### src/rtl/lowtime_pkg.sv
// Package: shared types for the clock-low timeout monitor.
// Assumes nothing beyond IEEE 1800-2017 packages.
package lowtime_pkg;

    // Arming state of the low-time measurement.
    typedef enum logic {
        ST_IDLE  = 1'b0,
        ST_ARMED = 1'b1
    } arm_state_t;

    // Bus conditions seen on the filtered lines in one cycle.
    typedef struct packed {
        logic start;
        logic stop;
    } bus_cond_t;

endpackage

### src/rtl/line_deglitch.sv
// Module: line_deglitch
// Passes a new level of a synchronized line on only after it has been
// seen for FILT_CYCLES consecutive clock cycles; shorter pulses vanish.
// Assumes the input is already synchronous to clk and FILT_CYCLES >= 2.
module line_deglitch #(
    parameter int  FILT_CYCLES = 6,
    parameter logic IDLE_LEVEL = 1'b1
) (
    input  logic clk,
    input  logic rst_n,
    input  logic raw_in,
    output logic clean_out
);
    localparam int CNT_W = $clog2(FILT_CYCLES);

    logic [CNT_W-1:0] stable_cnt;

    // Count cycles of disagreement and adopt the new level after enough.
    always_ff @(posedge clk) begin
        if (!rst_n) begin
            clean_out  <= IDLE_LEVEL;
            stable_cnt <= '0;
        end else if (raw_in == clean_out) begin
            stable_cnt <= '0;
        end else if (stable_cnt == CNT_W'(FILT_CYCLES - 1)) begin
            clean_out  <= raw_in;
            stable_cnt <= '0;
        end else begin
            stable_cnt <= stable_cnt + 1'b1;
        end
    end
endmodule

### src/rtl/bus_condition_detect.sv
// Module: bus_condition_detect
// Flags start (data falls while clock high) and stop (data rises while
// clock high) on the filtered lines. Assumes both inputs are filtered.
module bus_condition_detect
    import lowtime_pkg::*;
(
    input  logic      clk,
    input  logic      rst_n,
    input  logic      scl_f,
    input  logic      sda_f,
    output bus_cond_t cond
);
    logic scl_q;
    logic sda_q;

    // Keep last cycle's line levels for edge detection.
    always_ff @(posedge clk) begin
        if (!rst_n) begin
            scl_q <= 1'b1;
            sda_q <= 1'b1;
        end else begin
            scl_q <= scl_f;
            sda_q <= sda_f;
        end
    end

    // Decode start and stop from data edges under a steady high clock.
    always_comb begin
        cond.start = scl_q & scl_f &  sda_q & ~sda_f;
        cond.stop  = scl_q & scl_f & ~sda_q &  sda_f;
    end
endmodule

### src/rtl/low_time_counter.sv
// Module: low_time_counter
// Prescales the system clock to millisecond ticks and counts ticks while
// run is high; dropping run clears everything. Flags expiry in the cycle
// that completes TICK_CYCLES*TIMEOUT_MS running cycles.
// Assumes TICK_CYCLES >= 2 and TIMEOUT_MS >= 1.
module low_time_counter #(
    parameter int TICK_CYCLES = 50000,
    parameter int TIMEOUT_MS  = 30
) (
    input  logic clk,
    input  logic rst_n,
    input  logic run,
    output logic expire
);
    localparam int PRE_W = $clog2(TICK_CYCLES);
    localparam int MS_W  = $clog2(TIMEOUT_MS + 1);
    localparam logic [PRE_W-1:0] PRE_LAST = PRE_W'(TICK_CYCLES - 1);
    localparam logic [MS_W-1:0]  MS_LAST  = MS_W'(TIMEOUT_MS - 1);

    logic [PRE_W-1:0] pre_cnt;
    logic [MS_W-1:0]  ms_cnt;
    logic             tick;

    // A tick ends each prescaler period; expiry is the last tick of the window.
    always_comb begin
        tick   = run && (pre_cnt == PRE_LAST);
        expire = tick && (ms_cnt == MS_LAST);
    end

    // Advance the prescaler and millisecond count; clear when not running.
    always_ff @(posedge clk) begin
        if (!rst_n || !run) begin
            pre_cnt <= '0;
            ms_cnt  <= '0;
        end else if (tick) begin
            pre_cnt <= '0;
            ms_cnt  <= expire ? '0 : ms_cnt + 1'b1;
        end else begin
            pre_cnt <= pre_cnt + 1'b1;
        end
    end
endmodule

### src/rtl/timeout_control.sv
// Module: timeout_control
// Holds the arming state, emits the one-cycle reset pulse on expiry and
// holds the data-release override until the next start condition.
// Assumes start/stop/expire are single-cycle flags from sibling blocks.
module timeout_control
    import lowtime_pkg::*;
(
    input  logic      clk,
    input  logic      rst_n,
    input  bus_cond_t cond,
    input  logic      expire,
    output logic      armed,
    output logic      reset_pulse,
    output logic      release_hold
);
    arm_state_t state;

    // Arm on start, disarm on stop or expiry; start clears the override.
    always_ff @(posedge clk) begin
        if (!rst_n) begin
            state        <= ST_IDLE;
            reset_pulse  <= 1'b0;
            release_hold <= 1'b0;
        end else begin
            reset_pulse <= expire;
            if (cond.start) begin
                state        <= ST_ARMED;
                release_hold <= 1'b0;
            end else if (cond.stop) begin
                state <= ST_IDLE;
            end else if (expire) begin
                state        <= ST_IDLE;
                release_hold <= 1'b1;
            end
        end
    end

    // Expose the arming state as a plain flag.
    always_comb armed = (state == ST_ARMED);
endmodule

### src/rtl/smbus_lowtime_guard.sv
// Module: smbus_lowtime_guard (top)
// Filters the synchronized bus lines, finds start/stop, times clock-low
// phases while armed and on overrun resets the slave and frees the data
// line. Assumes scl_in/sda_in are already synchronized to clk.
module smbus_lowtime_guard
    import lowtime_pkg::*;
#(
    parameter int TICK_CYCLES = 50000,
    parameter int TIMEOUT_MS  = 30,
    parameter int FILT_CYCLES = 6
) (
    input  logic clk,
    input  logic rst_n,
    input  logic scl_in,
    input  logic sda_in,
    output logic bus_reset,
    output logic sda_release
);
    localparam int NUM_LINES = 2;

    logic [NUM_LINES-1:0] raw_lines;
    logic [NUM_LINES-1:0] clean_lines;
    logic                 scl_filt;
    logic                 sda_filt;
    bus_cond_t            cond;
    logic                 armed;
    logic                 run;
    logic                 expire;

    // Gather the two lines so one filter instance serves each.
    always_comb raw_lines = {sda_in, scl_in};

    for (genvar g = 0; g < NUM_LINES; g++) begin : g_filt
        line_deglitch #(
            .FILT_CYCLES(FILT_CYCLES),
            .IDLE_LEVEL (1'b1)
        ) u_filt (
            .clk      (clk),
            .rst_n    (rst_n),
            .raw_in   (raw_lines[g]),
            .clean_out(clean_lines[g])
        );
    end

    // Split filtered lines and gate the timer on armed clock-low time.
    always_comb begin
        scl_filt = clean_lines[0];
        sda_filt = clean_lines[1];
        run      = armed & ~scl_filt;
    end

    bus_condition_detect u_detect (
        .clk  (clk),
        .rst_n(rst_n),
        .scl_f(scl_filt),
        .sda_f(sda_filt),
        .cond (cond)
    );

    low_time_counter #(
        .TICK_CYCLES(TICK_CYCLES),
        .TIMEOUT_MS (TIMEOUT_MS)
    ) u_timer (
        .clk   (clk),
        .rst_n (rst_n),
        .run   (run),
        .expire(expire)
    );

    timeout_control u_ctrl (
        .clk         (clk),
        .rst_n       (rst_n),
        .cond        (cond),
        .expire      (expire),
        .armed       (armed),
        .reset_pulse (bus_reset),
        .release_hold(sda_release)
    );
endmodule

### config.mk
export PLATFORM = sky130hd
export DESIGN_NAME = smbus_lowtime_guard
export DESIGN_NICKNAME = d
export VERILOG_FILES = /design/src/rtl/lowtime_pkg.sv /design/src/rtl/line_deglitch.sv /design/src/rtl/bus_condition_detect.sv /design/src/rtl/low_time_counter.sv /design/src/rtl/timeout_control.sv /design/src/rtl/smbus_lowtime_guard.sv
export SDC_FILE = /design/constraint.sdc
export NUM_CORES = 1
export LEC_CHECK = 0
export BUFFER_PORTS_ARGS = -buffer_cell sky130_fd_sc_hd__buf_2
export CORE_ASPECT_RATIO = 1.2
export CORE_MARGIN = 3
export CORE_UTILIZATION = 50
export DETAILED_ROUTE_END_ITERATION = 8
export PLACE_DENSITY = 0.72
export SETUP_SLACK_MARGIN = 0.15
export SYNTH_ARGS = -nofsm -noshare
export SYNTH_HDL_FRONTEND = slang
export SYNTH_HIERARCHICAL = 1
export SYNTH_SLANG_ARGS = --single-unit
### constraint.sdc
create_clock -name clk -period 1.72 [get_ports clk]
set_clock_uncertainty 0.2 [all_clocks]
set_input_delay 0.172 -clock clk [delete_from_list [all_inputs] [get_ports clk]]
set_output_delay 0.172 -clock clk [all_outputs]
set_load 0.01 [all_outputs]
Word-level counts from Yosys, hierarchy flattened
Index checks and enable logic that the tools add are counted.

Logic and storage cells: 51. Output and inout bits: 2. Bits of input ports: 4. Bits in registers: 34.

Add/subtract/negate cells: 4. Bitwise logic cells: 13. Eq/ne operators: 6. Multiplexer cells: 4. Reductions and logical operators: 13.

Operators with widths (number): adder 16 x 1 -> 16 bit (second input constant) (1); equality test 16 bit (second input constant) (1); inverter 1 bit (7); adder 3 x 1 -> 3 bit (second input constant) (2); bitwise AND 1 bit (6); equality test 3 bit (second input constant) (2); AND reduction 2 bit (3); OR reduction 3 bit (2); adder 5 x 1 -> 5 bit (second input constant) (1); equality test 5 bit (second input constant) (1); 2-to-1 mux 5 bit (1); OR reduction 2 bit (2); 2-to-1 mux 1 bit (3); nonzero test 3 bit (1); equality test 1 bit (2); logical AND 1 bit (2); logical NOT 1 bit (2); logical OR 1 bit (1).

Depth between registers and ports, before layout
Gate-level depths: netlist of the first run.

Depth in word-level cells: 7. Gate-level depth with buffers: 7. Mapped depth without buffers: 7.

Cells and area by module
The synthesis of the first run kept the hierarchy.

Modules (own cells, without submodules): low_time_counter (area each 1069.8 µm², instances 1, cells an instance 119, seq. area each 420.4 µm²); line_deglitch (area each 183.9 µm², instances 2, cells an instance 16, seq. area each 80.1 µm²); timeout_control (area each 102.6 µm², instances 1, cells an instance 9, seq. area each 60.1 µm²); bus_condition_detect (area each 72.6 µm², instances 1, cells an instance 6, seq. area each 40.0 µm²); smbus_lowtime_guard (area each 13.8 µm², instances 1, cells an instance 1, seq. area each 0.0 µm²).

Least setup slack after synthesis of the first run
OpenSTA, ideal clock, no wires.

Path type: reg2reg. Start: reg u_timer.pre_cnt[0]. End: reg u_timer.ms_cnt[2]. Period minus slack after synthesis: 1772 ps. Library setup time: 116 ps. Stages on the path, launching flop included: 6. Arrival time: 1456 ps. Path slack: -52 ps. Cell sequence: dfxtp_1 ha_1 and3_1 nand4_4 o311a_1 a41o_1.

Word-level cells in the longest chain between the ends: 4.

RTL lines: start, declared (RTL line low_time_counter.sv:20) `logic [PRE_W-1:0] pre_cnt;`; start signal, assigned (RTL line low_time_counter.sv:39) `pre_cnt <= pre_cnt + 1'b1;`; equality test 16 bit (*) (RTL line low_time_counter.sv:26) `tick = run && (pre_cnt == PRE_LAST);`; logical AND 1 bit (*) (RTL line low_time_counter.sv:26); logical AND 1 bit (RTL line low_time_counter.sv:27) `expire = tick && (ms_cnt == MS_LAST);`; 2-to-1 mux 5 bit (RTL line low_time_counter.sv:37) `ms_cnt <= expire ? '0 : ms_cnt + 1'b1;`; end signal, assigned (RTL line low_time_counter.sv:37); end, declared (RTL line low_time_counter.sv:21) `logic [MS_W-1:0] ms_cnt;`.

Every way passes the cells marked *; elsewhere a longest branch is shown, timed or not. A chain may end at the register's enable or synchronous reset.

Worst setup path in the final report of the first run
Start: reg u_timer.pre_cnt[7]. End: reg u_timer.ms_cnt[3].

Same word-level chain as after synthesis.

==> results of run 1 <==
-- power breakdown --
group	total [W]	internal, W	switching (W)
combinational	0.0000331	0.0000159	0.0000172
clock	0.000410	0.000147	0.000263
sequential	0.000793	0.000790	0.00000336
total	0.00124	0.000953	0.000284
-- per-layer routing --
metal,part of all wire (%),global-route usage [%],up-vias
met4,2.1,9.565,0
met3,3.0,6.604,7
li1,-,-,674
met2,52,37.99,27
met5,0,0,-
met1,43,23.08,645
-- worst max-delay path, cell delays in order (launching register included) --
cell	delay, ns
dfxtp_2	0.35
nor4b_4	0.29
nand3_2	0.16
buf_4	0.18
o311ai_2	0.35
o41ai_2	0.13
-- through the flow --
stage               setup TNS [ns]  instances
finish                     -0.2261        240
floorplan                        0        167
global placement                 0        219
detailed placement         -0.1292        219
global route                -1.007        240
CTS                      -0.004627        240
-- flip-flops by register name (all words and copies together), names as in the netlist --
| signal | cells |
|---|---|
| u_timer/pre_cnt | 16 |
| g_filt.u_filt/stable_cnt | 6 |
| u_timer/ms_cnt | 5 |
| g_filt.u_filt/clean_out | 2 |
| u_ctrl/armed | 1 |
| u_ctrl/release_hold | 1 |
| u_ctrl/reset_pulse | 1 |
| u_detect/scl_q | 1 |
| u_detect/sda_q | 1 |
-- cell usage after synthesis (2+ instances only) --
library cell   n  share of area, %
dfxtp_1       34                42
nor2_1        21               4.8
xnor2_1       14               7.5
inv_1         11               2.5
nand2_1        8               1.8
ha_1           7               5.4
nand3_1        7               2.2
a2111oi_0      4               2.2
nand2b_1       4               1.5
nor3_1         4               1.2
nor4_1         4               1.5
nand4_1        3               1.2
a211oi_2       2               1.5
a21boi_0       2              0.92
a311o_1        2               1.2
and3_1         2              0.77
and4b_1        2               1.2
mux2i_1        2               1.2
nand4b_1       2               1.1
nor2b_1        2              0.77
o311ai_0       2               1.1
or3_1          2              0.77
or3b_1         2               1.1
xor2_1         2               1.1
-- logic make-up (layout without fill, tap and decap cells) --
group	after synthesis	after routing	share of synthesized area, %
buf+inv	14	51	3.769
flops	34	34	41.85
fa+ha+maj	7	7	5.384
compound gates	21	21	11.69
xor+xnor	16	16	8.616
mux	2	2	1.231
simple gates	73	73	27.46
-- area by class of cell --
| type | count | share of cell area, % |
|---|---|---|
| timing repair buffer | 33 | 13.42 |
| inverter | 11 | 1.968 |
| clock inverter | 2 | 0.4770 |
| tap | 36 | 2.147 |
| sequential | 34 | 33.33 |
| clock buffer | 5 | 1.789 |
| multi-input combinational | 119 | 46.87 |
-- how the worst min path moves through the flow --
stage	start	endpoint	slack, ns	depth (start not counted)
after detailed placement	rst_n	u_detect/sda_q$_SDFF_PN1_	0.23	2
after floorplan	rst_n	u_detect/scl_q$_SDFF_PN1_	0.05	1
after CTS	rst_n	u_timer/ms_cnt[4]$_SDFFE_PP0P_	0.18	5
after global placement	rst_n	u_detect/sda_q$_SDFF_PN1_	0.23	2
after global routing	rst_n	u_timer/ms_cnt[4]$_SDFFE_PP0P_	0.21	5
final	rst_n	u_timer/ms_cnt[4]$_SDFFE_PP0P_	0.19	5
-- what timing repair did --
| action | CTS | global route |
|---|---|---|
| endpoints found under the setup margin | 23 | 24 |
| pin swaps | 2 | 1 |
| buffers inserted | 9 | 0 |
| hold buffers | 4 | 0 |
| resized for setup | 18 | 8 |
| endpoints found under the hold margin | 9 | 0 |
| gates cloned | 1 | 0 |
==> impl_metrics.tcl, run 1 <==
set metrics [dict create \
    ant_nets 0 \
    ys_warn_count 6 \
    synth.distinct_cells 46 \
    min_period_ns 1.785 \
    post-route-util_pct 68.06 \
    layout_common_cells "dfxtp_1 (21), buf_4 (21), nor2_1 (20)" \
    ys_ff_latch 34 \
    slew_viol_final 0 \
    avgSynthCellArea_um2 9.740 \
    cts_tree "yes" \
    worst_slack_ns -0.06463 \
    drv_cap 0 \
    finalCritPeriodShare_pct 103.8 \
    endpoint "u_timer/ms_cnt[3]$_SDFFE_PP0P_" \
    regArea_um2 699.4 \
    first_pass_iters 4 \
    worstPathRequired_ns 1.73 \
    syn_nets 178 \
    critPathLaunch "u_timer/pre_cnt[7]$_SDFF_PP0_" \
    regToRegStartpoint "u_timer/pre_cnt[7]$_SDFF_PP0_" \
    diodes 0 \
    dp_hpwl_mm 2.350 \
    grt_overflow 0 \
    viasPerCell 5.638 \
    cp_max_fo 5 \
    dpl_worst_slack_ns -0.09133 \
    finalSetupViolCount 14 \
    multi_input_area_um2 983.4 \
    reg2regPathDepth 5 \
    vias 1353 \
    clock.fmax_mhz 560.3 \
    numCtsBuffers 5 \
    place_area_mm2 0.001818 \
    fp.dieW_um 58.07 \
    worstPathArrival_ns 1.80 \
    peakVddDrop_mv 0.7164 \
    hold_class "input pin to flip-flop" \
    r2r_end "u_timer/ms_cnt[3]$_SDFFE_PP0P_" \
    final_area_mm2 0.002098 \
    drc 0 \
    die_y_um 68.48 \
    boundaryPins 6 \
    die_area_mm2 0.003976 \
    maxSlewHeadroom_pct 75.61 \
    synth_top_flop_cell "dfxtp_1" \
    hold_viol_final 0 \
    grt_use_total_pct 21.32 \
    wirelength_mm 3.793 \
    power.density_mw_per_mm2 589.2 \
    rsz0062_at_grt "yes" \
    gp_congestion 0.9444 \
    synth_edf_count 0 \
    layout-area-overhead-vs-synth_pct 29.00 \
    worst_hold_slack_ns 0.1942 \
    drtIter0Drc 35 \
    synth-async-reset-ratio_pct 0 \
    nets 215 \
    netlist_area_mm2 0.001627 \
    status "complete, but fails checks" \
    clock_latency_ns 0.33 \
    tightest_slew_ns 0.3566 \
    wire_per_inst_um 15.80 \
    h-tree-depth 2 \
    violations "negative setup slack" \
    start_kind "flip-flop" \
    clockBufferDepth 2 \
    leakagePower_nw 0.7463 \
    synth_cells 167 \
    grt_max_degree 11 \
    nFillCells 241 \
    grt_pass1_vias 1405 \
    core_mm2 0.003083 \
    r2r_slack_ns -0.06 \
    final_layout_size_suffix_gt1_share_pct 33.82 \
    clock-sinks 34 \
    cts-root-buf "clkbuf_4" \
    antenna_found_initial 0 \
    criticalPathCategory "flip-flop to flip-flop" \
    path_clk_slew_ns 0.10 \
    num_rows 22 \
    cp-end-kind "flip-flop" \
    power.total_w 0.001236 \
    synth.yosys.seq_area_share_pct 41.85 \
    grt_pass1_wl_mm 6.341 \
    initial_utilization_pct 52.76 \
    numPortBuffers 5 \
]
Power figures use the tool's default switching activity.
==> run 2, diff against run 1 <==
--- a/config.mk
+++ b/config.mk
@@ -11,6 +11,7 @@
 export CORE_UTILIZATION = 50
 export DETAILED_ROUTE_END_ITERATION = 8
 export PLACE_DENSITY = 0.72
+export RECOVER_POWER = 25
 export SETUP_SLACK_MARGIN = 0.15
 export SYNTH_ARGS = -nofsm -noshare
 export SYNTH_HDL_FRONTEND = slang
==> run 2 against run 1 <==
The flow still finishes with violations (negative setup slack). Design area hardly changed. Worst setup slack hardly changed. Clock power hardly changed. Worst hold slack worse by 0.0038 ns. Register-to-register slack hardly changed. Wire length hardly changed. Total power hardly changed. Sequential cell count stayed put. Largest power group unchanged.
==> impl_metrics.tcl, run 2 (synthesis gave the netlist of run 1 again) <==
set metrics [dict create \
    leakagePower_nw 0.7435 \
    placed_cells 219 \
    crit_slowest_cell "dfxtp_2" \
    top_register "u_timer/pre_cnt" \
    critPathMaxStageDelay_ns 0.35 \
    num_rows 22 \
    tightest_slew_ns 0.3566 \
    fp.dieW_um 58.07 \
    critPathLaunch "u_timer/pre_cnt[7]$_SDFF_PP0_" \
    diodes 0 \
    min_period_ns 1.785 \
    cp_max_fo 5 \
    layout_common_cells "dfxtp_1 (21), buf_4 (21), nor2_1 (20)" \
    cp-end-kind "flip-flop" \
    final_layout_size_suffix_gt1_share_pct 33.33 \
    numPortBuffers 5 \
    top_regs "u_timer/pre_cnt (16), g_filt.u_filt/stable_cnt (6), u_timer/ms_cnt (5)" \
    clock_latency_ns 0.33 \
    gp_congestion 0.9444 \
    grt_pass1_wl_mm 6.341 \
    largest_reg_flops 16 \
    crit_path_cell_trace "nor4b_4 > nand3_2 > buf_4 > o311ai_2 > o41ai_2" \
    criticalPathCategory "flip-flop to flip-flop" \
    grt_pass1_vias 1405 \
    initial_utilization_pct 52.76 \
    cts-root-buf "clkbuf_4" \
    first_pass_iters 4 \
    worst_slack_ns -0.06463 \
    grt_use_total_pct 21.32 \
    dp_hpwl_mm 2.350 \
    viasPerCell 5.638 \
    clock.fmax_mhz 560.3 \
    grt_overflow 0 \
    r2r_slack_ns -0.06 \
    wirelength_mm 3.795 \
    h-tree-depth 2 \
    cts_tree "yes" \
    reg2regPathDepth 5 \
    drtIter0Drc 35 \
    rsz0062_at_grt "yes" \
    r2r_end "u_timer/ms_cnt[3]$_SDFFE_PP0P_" \
    fin_cells 240 \
    finalCritPeriodShare_pct 103.8 \
    slew_viol_final 0 \
    vias 1353 \
    drv_cap 0 \
    start_kind "flip-flop" \
    antenna_found_initial 0 \
    endpoint "u_timer/ms_cnt[3]$_SDFFE_PP0P_" \
    path_clk_slew_ns 0.10 \
    violations "negative setup slack" \
    worstPathArrival_ns 1.80 \
    hold_viol_final 0 \
    wire_per_inst_um 15.81 \
    clockBufferDepth 2 \
    clock-sinks 34 \
    status "complete, but fails checks" \
    peakVddDrop_mv 0.7164 \
    ant_nets 0 \
    finalSetupViolCount 14 \
    maxSlewHeadroom_pct 75.61 \
    drc 0 \
    die_area_mm2 0.003976 \
    boundaryPins 6 \
    die_y_um 68.48 \
    core_mm2 0.003083 \
    power.density_mw_per_mm2 589.4 \
    numCtsBuffers 5 \
    grt_max_degree 11 \
    worstPathRequired_ns 1.73 \
    layout-area-overhead-vs-synth_pct 28.92 \
    nets 215 \
    hold_class "input pin to flip-flop" \
    regToRegStartpoint "u_timer/pre_cnt[7]$_SDFF_PP0_" \
    dpl_worst_slack_ns -0.09133 \
]
==> run 2: cell count changes in the layout (fill, tap and decap cells not counted), sizes merged <==
cell,change
buf,-1
clkbuf,+1
==> run 2: area by class of cell <==
type / instances / area [um^2]
clock buffers: 5 / 37.54
clock inverters: 2 / 10.01
fillers: 242 / 985.9
inverters: 11 / 41.29
multi-input cells: 119 / 983.4
flip-flops and latches: 34 / 699.4
well taps: 36 / 45.04
repair buffers: 33 / 280.3
==> run 2: worst max-delay path, delay by kind of cell, from the launching register on <==
family	cells	cell delay, ns
AO/OA/AOI/OAI	2	0.48
AND/OR/NAND/NOR	2	0.45
flip-flops	1	0.35
buffers and inverters	1	0.18
==> run 2: worst min path at each step <==
| stage | slack [ns] | to | startpoint | cells past startpoint |
|---|---|---|---|---|
| 6_report | 0.19 | u_timer/ms_cnt[4]$_SDFFE_PP0P_ | rst_n | 5 |
| 4_1_cts | 0.18 | u_timer/ms_cnt[4]$_SDFFE_PP0P_ | rst_n | 5 |
| 5_1_grt | 0.21 | u_timer/ms_cnt[4]$_SDFFE_PP0P_ | rst_n | 5 |
| 3_5_place_dp | 0.23 | u_detect/sda_q$_SDFF_PN1_ | rst_n | 2 |
| 2_1_floorplan | 0.05 | u_detect/scl_q$_SDFF_PN1_ | rst_n | 1 |
| 3_3_place_gp | 0.23 | u_detect/sda_q$_SDFF_PN1_ | rst_n | 2 |
==> run 2: where the power goes <==
part | switching (W) | leakage, nW | internal [W]
Combinational | 0.0000172 | 0.432 | 0.0000156
Sequential | 0.00000336 | 0.280 | 0.000790
Clock | 0.000263 | 0.0308 | 0.000147
Total | 0.000284 | 0.744 | 0.000952
==> run 2: timing repair <==
action,in CTS,in global routing
endpoints found under the hold margin,9,0
gates cloned,1,0
pin swaps,2,1
setup buffers,9,0
endpoints found under the setup margin,23,24
hold buffers,4,0
gates resized for setup,18,8
==> run 2: stage by stage <==
step                      hold WS, ns  total power, W  utilization, %  cell area (um^2)  setup TNS [ns]
final                          0.1904        0.001236           68.02              2097         -0.2257
after global routing           0.2138        0.001291           68.02              2097          -1.007
after CTS                      0.1827        0.001255           67.05              2067       -0.004627
after detailed placement       0.2334       0.0008385           58.97              1818         -0.1292
after global placement         0.2262       0.0008354           58.97              1818               0
after floorplan               0.04521       0.0008273               -              1663               0
==> run 2: layer usage <==
metal | track usage [%] | vias to the layer above | wire [um]
met2 | 37.99 | 27 | 1963
li1 | - | 674 | -
met3 | 6.604 | 7 | 115
met4 | 9.565 | 0 | 78
met5 | 0 | - | 0
met1 | 23.08 | 645 | 1637
